==> src/rtl/rcore_pkg.sv <==
package rcore_pkg;
    localparam logic [5:0] OPC_ALU   = 6'h00;
    localparam logic [5:0] OPC_JMP   = 6'h02;
    localparam logic [5:0] OPC_BEQ   = 6'h04;
    localparam logic [5:0] OPC_LOAD  = 6'h23;
    localparam logic [5:0] OPC_STORE = 6'h2B;

    localparam logic [5:0] FN_ADD = 6'h20;
    localparam logic [5:0] FN_SUB = 6'h22;
    localparam logic [5:0] FN_AND = 6'h24;
    localparam logic [5:0] FN_OR  = 6'h25;
    localparam logic [5:0] FN_SLT = 6'h2A;

    typedef enum logic [2:0] {
        ALU_AND = 3'b000,
        ALU_OR  = 3'b001,
        ALU_ADD = 3'b010,
        ALU_SUB = 3'b110,
        ALU_SLT = 3'b111
    } alu_op_e;

    typedef struct packed {
        logic    reg_write;
        logic    dst_rd;
        logic    alu_imm;
        logic    mem_to_reg;
        logic    mem_write;
        logic    branch;
        logic    jump;
        alu_op_e alu_op;
    } ctrl_t;
endpackage

==> src/rtl/rcore_alu.sv <==
module rcore_alu
    import rcore_pkg::*;
#(
    parameter int W = 32
) (
    input  logic [W-1:0] a,
    input  logic [W-1:0] b,
    input  alu_op_e      op,
    output logic [W-1:0] y,
    output logic         zero
);
    always_comb begin
        unique case (op)
            ALU_AND: y = a & b;
            ALU_OR:  y = a | b;
            ALU_SUB: y = a - b;
            ALU_SLT: y = {{(W-1){1'b0}}, ($signed(a) < $signed(b))};
            default: y = a + b;
        endcase
    end

    assign zero = (y == '0);
endmodule

==> src/rtl/rcore_decode.sv <==
module rcore_decode
    import rcore_pkg::*;
(
    input  logic [31:0] instr,
    output ctrl_t       ctrl
);
    logic [5:0] opc;
    logic [5:0] fn;

    assign opc = instr[31:26];
    assign fn  = instr[5:0];

    always_comb begin
        ctrl = '{reg_write: 1'b0, dst_rd: 1'b0, alu_imm: 1'b0, mem_to_reg: 1'b0,
                 mem_write: 1'b0, branch: 1'b0, jump: 1'b0, alu_op: ALU_ADD};
        unique case (opc)
            OPC_ALU: begin
                ctrl.dst_rd = 1'b1;
                ctrl.reg_write = 1'b1;
                unique case (fn)
                    FN_ADD:  ctrl.alu_op = ALU_ADD;
                    FN_SUB:  ctrl.alu_op = ALU_SUB;
                    FN_AND:  ctrl.alu_op = ALU_AND;
                    FN_OR:   ctrl.alu_op = ALU_OR;
                    FN_SLT:  ctrl.alu_op = ALU_SLT;
                    default: ctrl.reg_write = 1'b0;
                endcase
            end
            OPC_LOAD: begin
                ctrl.reg_write  = 1'b1;
                ctrl.alu_imm    = 1'b1;
                ctrl.mem_to_reg = 1'b1;
            end
            OPC_STORE: begin
                ctrl.alu_imm   = 1'b1;
                ctrl.mem_write = 1'b1;
            end
            OPC_BEQ: begin
                ctrl.branch = 1'b1;
                ctrl.alu_op = ALU_SUB;
            end
            OPC_JMP: ctrl.jump = 1'b1;
            default: ;
        endcase
    end
endmodule

==> src/rtl/rcore_regfile.sv <==
module rcore_regfile #(
    parameter int NREG = 32,
    parameter int W    = 32,
    localparam int AW  = $clog2(NREG)
) (
    input  logic          clk,
    input  logic          rst,
    input  logic          we,
    input  logic [AW-1:0] waddr,
    input  logic [W-1:0]  wdata,
    input  logic [AW-1:0] raddr_a,
    input  logic [AW-1:0] raddr_b,
    output logic [W-1:0]  rdata_a,
    output logic [W-1:0]  rdata_b
);
    logic [NREG-1:0][W-1:0] regs_d, regs_q;

    always_comb begin
        regs_d = regs_q;
        if (we && waddr != '0) regs_d[waddr] = wdata;
    end

    always_ff @(posedge clk) begin
        if (rst) regs_q <= '0;
        else     regs_q <= regs_d;
    end

    assign rdata_a = (raddr_a == '0) ? '0 : regs_q[raddr_a];
    assign rdata_b = (raddr_b == '0) ? '0 : regs_q[raddr_b];
endmodule

==> src/rtl/rcore_top.sv <==
module rcore_top
    import rcore_pkg::*;
#(
    parameter int IMEM_WORDS = 32,
    parameter int DMEM_WORDS = 16,
    parameter logic [IMEM_WORDS*32-1:0] PROG      = '0,
    parameter logic [DMEM_WORDS*32-1:0] DMEM_INIT = '0
) (
    input  logic        clk,
    input  logic        rst,
    output logic [31:0] dbg_pc,
    output logic        dbg_wb_en,
    output logic [4:0]  dbg_wb_reg,
    output logic [31:0] dbg_wb_data
);
    localparam int IA_W = $clog2(IMEM_WORDS);
    localparam int DA_W = $clog2(DMEM_WORDS);

    typedef struct packed {
        logic [31:0]                  pc;
        logic [DMEM_WORDS-1:0][31:0]  mem;
    } state_t;

    state_t      st_d, st_q;
    logic [31:0] instr;
    ctrl_t       ctrl;
    logic [31:0] rs_val, rt_val, sext, alu_b, alu_y, wb_data, rd_word;
    logic [31:0] pc_plus4, br_target, jmp_target;
    logic [4:0]  dest;
    logic [DA_W-1:0] daddr;
    logic        alu_zero, rf_we;

    assign instr = PROG[32*st_q.pc[IA_W+1:2] +: 32];

    rcore_decode u_dec (.instr(instr), .ctrl(ctrl));

    assign dest  = ctrl.dst_rd ? instr[15:11] : instr[20:16];
    assign rf_we = ctrl.reg_write && !rst;

    rcore_regfile #(.NREG(32), .W(32)) u_rf (
        .clk(clk), .rst(rst), .we(rf_we), .waddr(dest), .wdata(wb_data),
        .raddr_a(instr[25:21]), .raddr_b(instr[20:16]),
        .rdata_a(rs_val), .rdata_b(rt_val)
    );

    assign sext  = {{16{instr[15]}}, instr[15:0]};
    assign alu_b = ctrl.alu_imm ? sext : rt_val;

    rcore_alu #(.W(32)) u_alu (
        .a(rs_val), .b(alu_b), .op(ctrl.alu_op), .y(alu_y), .zero(alu_zero)
    );

    assign daddr   = alu_y[DA_W+1:2];
    assign rd_word = st_q.mem[daddr];
    assign wb_data = ctrl.mem_to_reg ? rd_word : alu_y;

    assign pc_plus4   = st_q.pc + 32'd4;
    assign br_target  = pc_plus4 + {sext[29:0], 2'b00};
    assign jmp_target = {pc_plus4[31:28], instr[25:0], 2'b00};

    always_comb begin
        st_d = st_q;
        if (ctrl.jump)                     st_d.pc = jmp_target;
        else if (ctrl.branch && alu_zero)  st_d.pc = br_target;
        else                               st_d.pc = pc_plus4;
        if (ctrl.mem_write) st_d.mem[daddr] = rt_val;
    end

    always_ff @(posedge clk) begin
        if (rst) begin
            st_q.pc  <= '0;
            st_q.mem <= DMEM_INIT;
        end else begin
            st_q <= st_d;
        end
    end

    assign dbg_pc      = st_q.pc;
    assign dbg_wb_en   = rf_we && (dest != 5'd0);
    assign dbg_wb_reg  = dest;
    assign dbg_wb_data = wb_data;
endmodule

==> config.mk <==
export PLATFORM = sky130hd
export DESIGN_NAME = rcore_top
export DESIGN_NICKNAME = d
export VERILOG_FILES = /design/src/rtl/rcore_pkg.sv /design/src/rtl/rcore_alu.sv /design/src/rtl/rcore_decode.sv /design/src/rtl/rcore_regfile.sv /design/src/rtl/rcore_top.sv
export SDC_FILE = /design/constraint.sdc
export NUM_CORES = 1
export LEC_CHECK = 0
export BUFFER_PORTS_ARGS = -buffer_cell sky130_fd_sc_hd__buf_2
export CAP_MARGIN = 0
export CORE_UTILIZATION = 47
export DETAILED_ROUTE_END_ITERATION = 16
export GPL_TIMING_DRIVEN = 0
export PLACE_DENSITY = 0.79
export RECOVER_POWER = 100
export SYNTH_ARGS = -nofsm -noshare
export SYNTH_HDL_FRONTEND = slang
export SYNTH_SLANG_ARGS = --single-unit
export TNS_END_PERCENT = 30
==> constraint.sdc <==
create_clock -name clk -period 2.3 [get_ports clk]
set_input_delay 0.115 -clock clk [delete_from_list [all_inputs] [get_ports clk]]
set_output_delay 0.115 -clock clk [all_outputs]
set_load 0.03 [all_outputs]
==> metrics, run 1 <==
vias post-DR between 1000 and 1500; VDD IR-drop max 363 uV; max reg flops 30; Post-synth top flop dfxtp_1; Via density about 4.7; # rows 21; nets@finish approximately 280; Post-synth EDFFs 0; Synth warnings 0; reg2reg start dbg_pc[2]; GRT overflow 0; placed inst area approximately 2000 um^2; clk sink count 30; Total GRT Usage 0.182; vias in the first global route about 1100; most common cell in the netlist buf_4; Max Cap Viol 0; root buf cell clkbuf_4; critical path launch point type register; RSZ-0062 raised after global routing false; placed cells roughly 310; mean area per synthesized cell around 8.6 um^2; fin cells 320; Crit. End Element register; Wirelength per Cell 9.99 um; Hold Vio Cnt, Final 0; largest net degree at the start of global routing 11; cts repair resizes 0; drt initial violations 58; critical path required time about 2600 ps; Final Util 0.601; CTS tree done; drt drc 0; slowest CP cell or4_1; crit-path leading delay family simple AND/OR/NAND/NOR gates; Post-Place Worst Slack around 430 ps; Pins Over Slew Limit 0; Fin Setup TNS 0 ps; Synth top area share 0.357; Seq/Total Area, Yosys 0.357; die area between 3000 and 4000 um^2; Ports 72; initial antenna violation count 0; hold_buf cts 0; final worst-path setup slack ~330 ps; CTS max path bufs 2; min-delay src rst; CTS Buf Count 5; die width 61.8 um; layout cells sized above 1 0.193; core footprint about 3400 um^2; crit path time final approximately 2000 ps; fmax ~500 MHz; Crit path buffers/inverters 2; Die Y-Extent slightly above 60 um; final instance area between 2000 and 2500 um^2; Setup violations, final 0; setup bufs post-CTS 0; worst hold path type primary input to register; Distinct cells, synth 30; Final Cycle Share 0.857; Worst-Margin Slew between 500 and 600 ps; Critical Path Fanout Max 10; Synth area leaders dfxtp_1 36%, buf_4 18%, o31ai_1 4.9%; source of the critical timing path dbg_pc[2]; Max stage delay on crit path roughly 440 ps; global-route wire length before repair around 5000 um; status finished, final reports clean; GPL Wtd Cong ~0.81; Final Skew roughly 2.7 ps; Crit path arrival time ~2200 ps; hold_ws around 140 ps; LEAKAGE about 0.84 nW; Synth Cell Area between 1500 and 2000 um^2; Yosys top cell by area dfxtp_1; Yosys reg bits 30; crit-path cells ha_1, and3_1, buf_2, nand4_1, clkbuf_1, or4_1, a21oi_1; clk_lat worst skew 330 ps; Detailed Place HPWL around 2300 um; most common library cells after synthesis 40 x buf_4, 30 x dfxtp_1, 16 x a21oi_1; antenna cell count 0; port buffer count 31; drt pass-1 iters 4; Design Power ~1 mW; R2R Setup Slk about 330 ps; Synth-to-Final Area Change 21.1%; Mapped Cells around 200; Initial Util 0.496; clock-pin slew on the worst setup and hold paths 90 ps; htree depth 2; asr flop ratio synth 0; relative slew slack 0.649; CP Class register to register; antenna viol nets, final 0; Routed WL ~3200 um; PwrDens around 500 nW/um^2
## per-layer routing
layer | track usage | part of all wire | wire [um] | up-vias
met2 | 0.269 | 0.45 | 1440 | 45
met5 | 0 | 0 | 0 | -
met1 | 0.241 | 0.48 | 1530 | 669
met4 | 0.0952 | 0.021 | 66 | 0
li1 | - | - | - | 766
met3 | 0.0497 | 0.053 | 168 | 8
## worst reg2reg max path, cell delays in order (launching register included)
cell and delay [ps]:
dfxtp_1 400, ha_1 210, and3_1 150, buf_2 170
nand4_1 140, clkbuf_1 250, or4_1 440, a21oi_1 150
## cells in the final DEF, fill, tap and decap left out, types with 2 or more instances in the layout
| cell type | instances |
|---|---|
| xnor2_1 | 3 |
| nand4_1 | 5 |
| buf_4 | 40 |
| conb_1 | 40 |
| nand3_1 | 10 |
| and3_1 | 2 |
| o31ai_1 | 11 |
| nand2_1 | 9 |
| nor2b_1 | 2 |
| and4_1 | 4 |
| clkbuf_1 | 38 |
| xor2_1 | 8 |
| buf_2 | 2 |
| a21oi_1 | 16 |
| or3_1 | 5 |
| nor2_1 | 13 |
| o21ai_0 | 5 |
| clkbuf_4 | 5 |
| inv_1 | 4 |
| dfxtp_1 | 30 |
| or4_1 | 11 |
## kinds of logic (layout without fill, tap and decap cells)
| group | count (synthesis) | after routing | share of synthesized area |
|---|---|---|---|
| AOI/OAI and AO/OA | 32 | 32 | 0.112 |
| xor gates and xnor gates | 11 | 11 | 0.0573 |
| adders and majority gates | 1 | 1 | 0.00743 |
| buffers and inverters | 53 | 92 | 0.219 |
| DFF | 30 | 30 | 0.357 |
| muxes | 1 | 1 | 0.00669 |
| other | 1 | 40 | 0.00223 |
| and+or+nand+nor | 67 | 67 | 0.239 |
## worst paths after layout
kind                            cells after the start         end
worst max-delay path                                7  dbg_pc[22]
worst min-delay path                                3  dbg_pc[29]
worst max register to register                      7  dbg_pc[22]
worst min register to register                      1   dbg_pc[2]
## where the power goes
part / switching (mW) / total, mW / leakage (nW) / internal, mW
clock: 0.183 / 0.331 / 0.0353 / 0.148
combinational: 0.116 / 0.169 / 0.566 / 0.0530
sequential: 0.00493 / 0.528 / 0.242 / 0.523
## area by class of cell
cell class | instances | area [um^2]
buffer | 49 | 344
clock buffer | 7 | 55.1
clock inverter | 1 | 5.00
fill | 338 | 1350
inverter | 4 | 15.0
multi-input combinational | 152 | 845
sequential | 30 | 601
tap | 46 | 57.6
timing repair buffer | 31 | 116
(Power assumes the default switching activity.)
==> run 2, diff against run 1 <==
- ABC_CLOCK_PERIOD_IN_PS: unset -> 2300
- CORE_UTILIZATION: 47 -> 49
- CTS_BUF_LIST: unset -> sky130_fd_sc_hd__clkbuf_8
- PLACE_DENSITY: 0.79 -> 0.82
==> run 2 against run 1 <==
Against the previous run:
- worst hold slack better by 48 ps
- flip-flop and latch count did not move
- power rose by 4.9%
- clock skew is 3.4 ps higher
- critical path depth unchanged
- die area down 3.9%
- maximum frequency grew 2.0%
==> metrics, run 2 (synthesized netlist as in run 1, its figures left out) <==
largest net degree at the start of global routing 11 (unchanged); Worst-Margin Slew 552 ps (was 527 ps); Max Cap Viol 0 (unchanged); Die Y-Extent 60.6 um (was 61.8 um); Final Skew 6.11 ps (was 2.67 ps); detailed route wirelength on metal2 1670 um (was 1440 um); vias in the first global route 1229 (was 1146); clk sink count 30 (unchanged); vias post-DR 1474 (was 1488); Total GRT Usage 0.199 (was 0.182); LEAKAGE 0.851 nW (was 0.843 nW); drt drc 0 (unchanged); R2R depth 7 (unchanged); root buf cell clkbuf_8 (was clkbuf_4); htree depth 2 (unchanged); core footprint 3150 um^2 (was 3390 um^2); Crit. End Element register (unchanged); min-delay src rst (unchanged); GRT overflow 0 (unchanged); global-route wire length before repair 5260 um (was 5000 um); Ports 72 (unchanged); Final Cycle Share 0.840 (was 0.857); hold_ws 185 ps (was 137 ps); cts repair resizes 0 (unchanged); hold_buf cts 0 (unchanged); slowest CP cell or4_1 (unchanged); R2R Setup Slk 370 ps (was 330 ps); most frequent cells in the layout 40 x buf_4, 40 x conb_1, 37 x clkbuf_1 (was 40 x buf_4, 40 x conb_1, 38 x clkbuf_1); PwrDens 526 nW/um^2 (was 505 nW/um^2); Wirelength per Cell 11.0 um (was 9.99 um); GPL Wtd Cong 0.812 (was 0.809); setup bufs post-CTS 0 (unchanged); critical path required time 2510 ps (was 2560 ps); Post-Place Worst Slack 498 ps (was 429 ps); port buffer count 31 (unchanged); clock-pin slew on the worst setup and hold paths 60 ps (was 90 ps); Pins Over Slew Limit 0 (unchanged); layout cells sized above 1 0.187 (was 0.193); crit-path leading delay family simple AND/OR/NAND/NOR gates (unchanged); CTS tree done (unchanged); die width 60.6 um (was 61.8 um); DR top layer met4 (unchanged); Fin Setup TNS 0 ps (unchanged); drt pass-1 iters 4 (unchanged); # rows 20 (was 21); RSZ-0062 raised after global routing false (unchanged); Crit path buffers/inverters 2 (unchanged); Routed WL 3490 um (was 3200 um); worst hold path type primary input to register (unchanged); antenna viol nets, final 0 (unchanged); reg2reg start dbg_pc[2] (unchanged); Setup violations, final 0 (unchanged); Worst Hold Path EP dbg_pc[29] (unchanged); Via density 4.65 (about the same); r2r endpoint dbg_pc[22] (unchanged); clk_lat worst skew 280 ps (was 330 ps); relative slew slack 0.632 (was 0.649); antenna cell count 0 (unchanged); CTS Buf Count 5 (unchanged); met3 routed wirelength 173 um (was 168 um); die area 3670 um^2 (was 3820 um^2); Detailed Place HPWL 2550 um (was 2330 um); drt initial violations 47 (was 58); initial antenna violation count 0 (unchanged); max reg flops 30 (unchanged); Worst Hold Depth 3 (unchanged); M1 WL 1570 um (was 1530 um); fmax 518 MHz (was 507 MHz); crit path time final 1930 ps (was 1970 ps); Crit path arrival time 2140 ps (was 2230 ps); status finished, final reports clean (unchanged); final worst-path setup slack 368 ps (was 329 ps); nets@finish 276 (unchanged); CP Class register to register (unchanged); CTS max path bufs 2 (unchanged); critical path launch point type register (unchanged); source of the critical timing path dbg_pc[2] (unchanged); Max stage delay on crit path 400 ps (was 440 ps); crit-path cells ha_1, and3_1, clkbuf_1, nand4_1, buf_2, or4_1, a21oi_1 (was ha_1, and3_1, buf_2, nand4_1, clkbuf_1, or4_1, a21oi_1); VDD IR-drop max 423 uV (was 363 uV); Hold Vio Cnt, Final 0 (unchanged); Synth-to-Final Area Change 21.9% (was 21.1%); Critical Path Fanout Max 10 (unchanged); Initial Util 0.534 (was 0.496)
run 2: cell count changes in the layout (fill, tap and decap cells not counted), sizes merged:
cell    delta
clkbuf     -2
inv        +2
clkinv     -1
run 2: how the worst max path moves through the flow:
| stage | to | slack, ps | cells after the start |
|---|---|---|---|
| 2_1_floorplan | dbg_pc[22] | 390 | 7 |
| 3_3_place_gp | dbg_pc[24] | 490 | 7 |
| 3_5_place_dp | dbg_pc[22] | 500 | 7 |
| 4_1_cts | dbg_pc[22] | 480 | 7 |
| 5_1_grt | dbg_pc[24] | 180 | 7 |
| 6_report | dbg_pc[22] | 370 | 7 |
run 2: stage by stage:
| stage | instances | power (mW) | area (um^2) | util |
|---|---|---|---|---|
| after floorplan | 235 | 0.698 | 1830 | - |
| after global placement | 310 | 0.709 | 2040 | 0.647 |
| after detailed placement | 310 | 0.710 | 2040 | 0.647 |
| after CTS | 317 | 1.09 | 2120 | 0.671 |
| after global routing | 317 | 1.13 | 2050 | 0.651 |
| final | 317 | 1.08 | 2050 | 0.651 |
run 2: layer usage:
layer,vias up,global-route usage
met5,-,0
met4,0,0.140
met3,8,0.0469
met2,48,0.323
met1,654,0.231
li1,764,-
run 2: tightest hold or removal path: cells and delay by family:
kind	cells	cell delay (ps)
muxes	1	140
buffers and inverters	1	110
and+or+nand+nor	1	80
run 2: where the power goes:
group,switching (mW),internal [mW]
logic,0.118,0.0531
clock network,0.181,0.199
registers,0.00482,0.524
run 2: final cells by class:
type,count,area [um^2]
multi-input cells,152,845
well taps,44,55.1
clock inverters,2,7.51
inverters,4,15.0
flip-flops and latches,30,601
fillers,316,1100
repair buffers,31,116
clock buffers,5,68.8
plain buffers,49,344
==> run 3, diff against run 2 <==
- ABC_AREA: unset -> 1
- ABC_CLOCK_PERIOD_IN_PS: 2300 -> 1600
- CORE_UTILIZATION: 49 -> 45
- PLACE_DENSITY: 0.82 -> 0.78
- clock period: 2.3 -> 1.6 ns (I/O delays scaled with it)
==> run 3 against run 2 <==
Against the previous run:
- maximum frequency up 33%
- highest routed layer unchanged
- final cell count rose by 26%
- sequential power rose by 44%
==> metrics, run 3 <==
Yosys top cell by area dfxtp_1 (unchanged); Crit. End Element register (unchanged); Synth warnings 0 (unchanged); Mapped Cells 275 (was 196); Critical Path Fanout Max 6 (was 10); CTS Buf Count 5 (unchanged); status finished, final reports clean (unchanged); asr flop ratio synth 0 (unchanged); largest net degree at the start of global routing 11 (unchanged); Post-synth EDFFs 0 (unchanged); root buf cell clkbuf_8 (unchanged); Synth top area share 0.332 (was 0.357); Max Cap Viol 0 (unchanged); relative slew slack 0.647 (was 0.632); crit-path cells ha_1, nand2_2, nor2_4, nand2_2, nor2_4, nand3_1, nand2_1, nor2_1 (was ha_1, and3_1, clkbuf_1, nand4_1, buf_2, or4_1, a21oi_1); Synth area leaders dfxtp_1 33%, buf_4 17%, nand2_1 13% (was dfxtp_1 36%, buf_4 18%, o31ai_1 4.9%); die width 65.4 um (was 60.6 um); Worst Hold Path EP dbg_pc[2] (was dbg_pc[29]); sequential cell area 602 um^2 (was 601 um^2); reg2reg start dbg_pc[3] (was dbg_pc[2]); initial antenna violation count 0 (unchanged); most common cell after layout, fill and taps aside nand2_1; core footprint 3770 um^2 (was 3150 um^2); htree depth 2 (unchanged); max reg flops 30 (unchanged); Via density 4.33 (was 4.65); Total GRT Usage 0.191 (was 0.199); Routed WL 3750 um (was 3490 um); Synth Cell Area 1810 um^2 (was 1680 um^2); port buffer count 30 (was 31); Yosys reg bits 30 (unchanged); worst hold path type primary input to register (unchanged); R2R depth 8 (was 7); Wirelength per Cell 9.38 um (was 11.0 um); global-route wire length before repair 6160 um (was 5260 um); Die Y-Extent 65.4 um (was 60.6 um); VDD IR-drop max 477 uV (was 423 uV); Post-synth top flop dfxtp_1 (unchanged); M1 WL 1740 um (was 1570 um); most frequent cells in the layout 65 x nand2_1, 59 x nor2_1, 41 x buf_4 (was 40 x buf_4, 40 x conb_1, 37 x clkbuf_1); die area 4280 um^2 (was 3670 um^2); nets@finish 355 (was 276); most common cell in the netlist nand2_1 (was buf_4); slowest CP cell dfxtp_1 (was or4_1); clk_lat worst skew 280 ps (about the same); PwrDens 711 nW/um^2 (was 526 nW/um^2); crit-path leading delay family simple AND/OR/NAND/NOR gates (unchanged); Worst Hold Depth 2 (was 3); Crit path buffers/inverters 0 (was 2); Detailed Place HPWL 2930 um (was 2550 um); mean area per synthesized cell 6.58 um^2 (was 8.59 um^2); antenna cell count 0 (unchanged); drt drc 0 (unchanged); Design Power 1.57 mW (was 1.08 mW); Seq/Total Area, Yosys 0.332 (was 0.357); LEAKAGE 0.930 nW (was 0.851 nW); Crit path arrival time 1630 ps (was 2140 ps); GRT overflow 0 (unchanged); layout cells sized above 1 0.170 (was 0.187); Initial Util 0.480 (was 0.534); Final Util 0.584 (was 0.651); Distinct cells, synth 23 (was 30); Final Skew 1.41 ps (was 6.11 ps); Fin Setup TNS 0 ps (unchanged); Final Cycle Share 0.910 (was 0.840); fmax 687 MHz (was 518 MHz); crit path time final 1460 ps (was 1930 ps); most common library cells after synthesis 64 x nand2_1, 57 x nor2_1, 40 x buf_4 (was 40 x buf_4, 30 x dfxtp_1, 16 x a21oi_1); DR top layer met4 (unchanged); RSZ-0062 raised after global routing false (unchanged); drt initial violations 70 (was 47); CTS tree done (unchanged); GPL Wtd Cong 0.845 (was 0.812); clk sink count 30 (unchanged); vias post-DR 1730 (was 1474); drt pass-1 iters 4 (unchanged); Setup violations, final 0 (unchanged); Pins Over Slew Limit 0 (unchanged); critical path required time 1780 ps (was 2510 ps); Worst-Margin Slew 529 ps (was 552 ps); Ports 72 (unchanged); clock-pin slew on the worst setup and hold paths 60 ps (about the same); vias in the first global route 1439 (was 1229); min-delay src rst (unchanged); CTS max path bufs 2 (unchanged); Max stage delay on crit path 370 ps (was 400 ps); antenna viol nets, final 0 (unchanged); final instance area 2200 um^2 (was 2050 um^2); r2r endpoint dbg_pc[22] (unchanged); R2R Setup Slk 140 ps (was 370 ps); met3 routed wirelength 278 um (was 173 um); detailed route wirelength on metal2 1680 um (was 1670 um); area occupied by multi-input gates 958 um^2 (was 845 um^2); # rows 22 (was 20); Hold Vio Cnt, Final 0 (unchanged); placed inst area 2170 um^2 (was 2040 um^2); FILL cells 397 (was 316); Synth-to-Final Area Change 21.6% (was 21.9%); CP Class register to register (unchanged); critical path launch point type register (unchanged)
run 3: how the worst max path moves through the flow:
stage	startpoint	end	slack [ps]	depth (start not counted)
after floorplan	dbg_pc[2]	dbg_pc[22]	50	8
after global placement	dbg_pc[2]	dbg_pc[22]	170	8
after detailed placement	dbg_pc[2]	dbg_pc[22]	130	8
after CTS	dbg_pc[2]	dbg_pc[22]	110	8
after global routing	dbg_pc[3]	dbg_pc[22]	2	8
final	dbg_pc[3]	dbg_pc[22]	140	8
run 3: area by class of cell:
cell class / instances / share of cell area
sequential: 30 / 0.273
tap: 48 / 0.0273
inverter: 19 / 0.0324
buffer: 43 / 0.142
clock inverter: 2 / 0.00341
timing repair buffer: 31 / 0.0546
multi-input combinational: 222 / 0.435
clock buffer: 5 / 0.0313
run 3: stage by stage:
step,std cells,hold slack (ps),setup WS [ps]
after floorplan,314,362,52.0
after global placement,392,436,174
after detailed placement,392,453,129
after CTS,399,157,115
after global routing,400,172,2.19
final,400,160,144
run 3: cells by family after synthesis:
kind of cell	after synthesis	synth area share
buf+inv	62	0.212
compound gates	27	0.0761
other cells	1	0.00207
simple gates	152	0.361
fa+ha+maj	1	0.00691
xor+xnor	2	0.00968
flops	30	0.332
run 3: per-layer routing:
layer | track usage | vias to the layer above
li1 | - | 928
met1 | 0.232 | 740
met2 | 0.308 | 56
met3 | 0.0660 | 6
met4 | 0.0734 | 0
met5 | 0 | -
run 3: power breakdown:
| part | internal [mW] | switching (mW) |
|---|---|---|
| Combinational | 0.0815 | 0.176 |
| Sequential | 0.754 | 0.00700 |
| Clock | 0.285 | 0.262 |
| Total | 1.12 | 0.445 |
run 3: what timing repair did:
| action | CTS | global route |
|---|---|---|
| hold buffers | 0 | 0 |
| resized for setup | 0 | 1 |
| endpoints found under the setup margin | 0 | 1 |
| buffers inserted | 0 | 1 |
run 3: worst register-to-register path, delay by kind of cell, from the launching register on:
| family | cells | cell delay (ps) |
|---|---|---|
| fa+ha+maj | 1 | 200 |
| simple gates | 7 | 780 |
| flops | 1 | 370 |
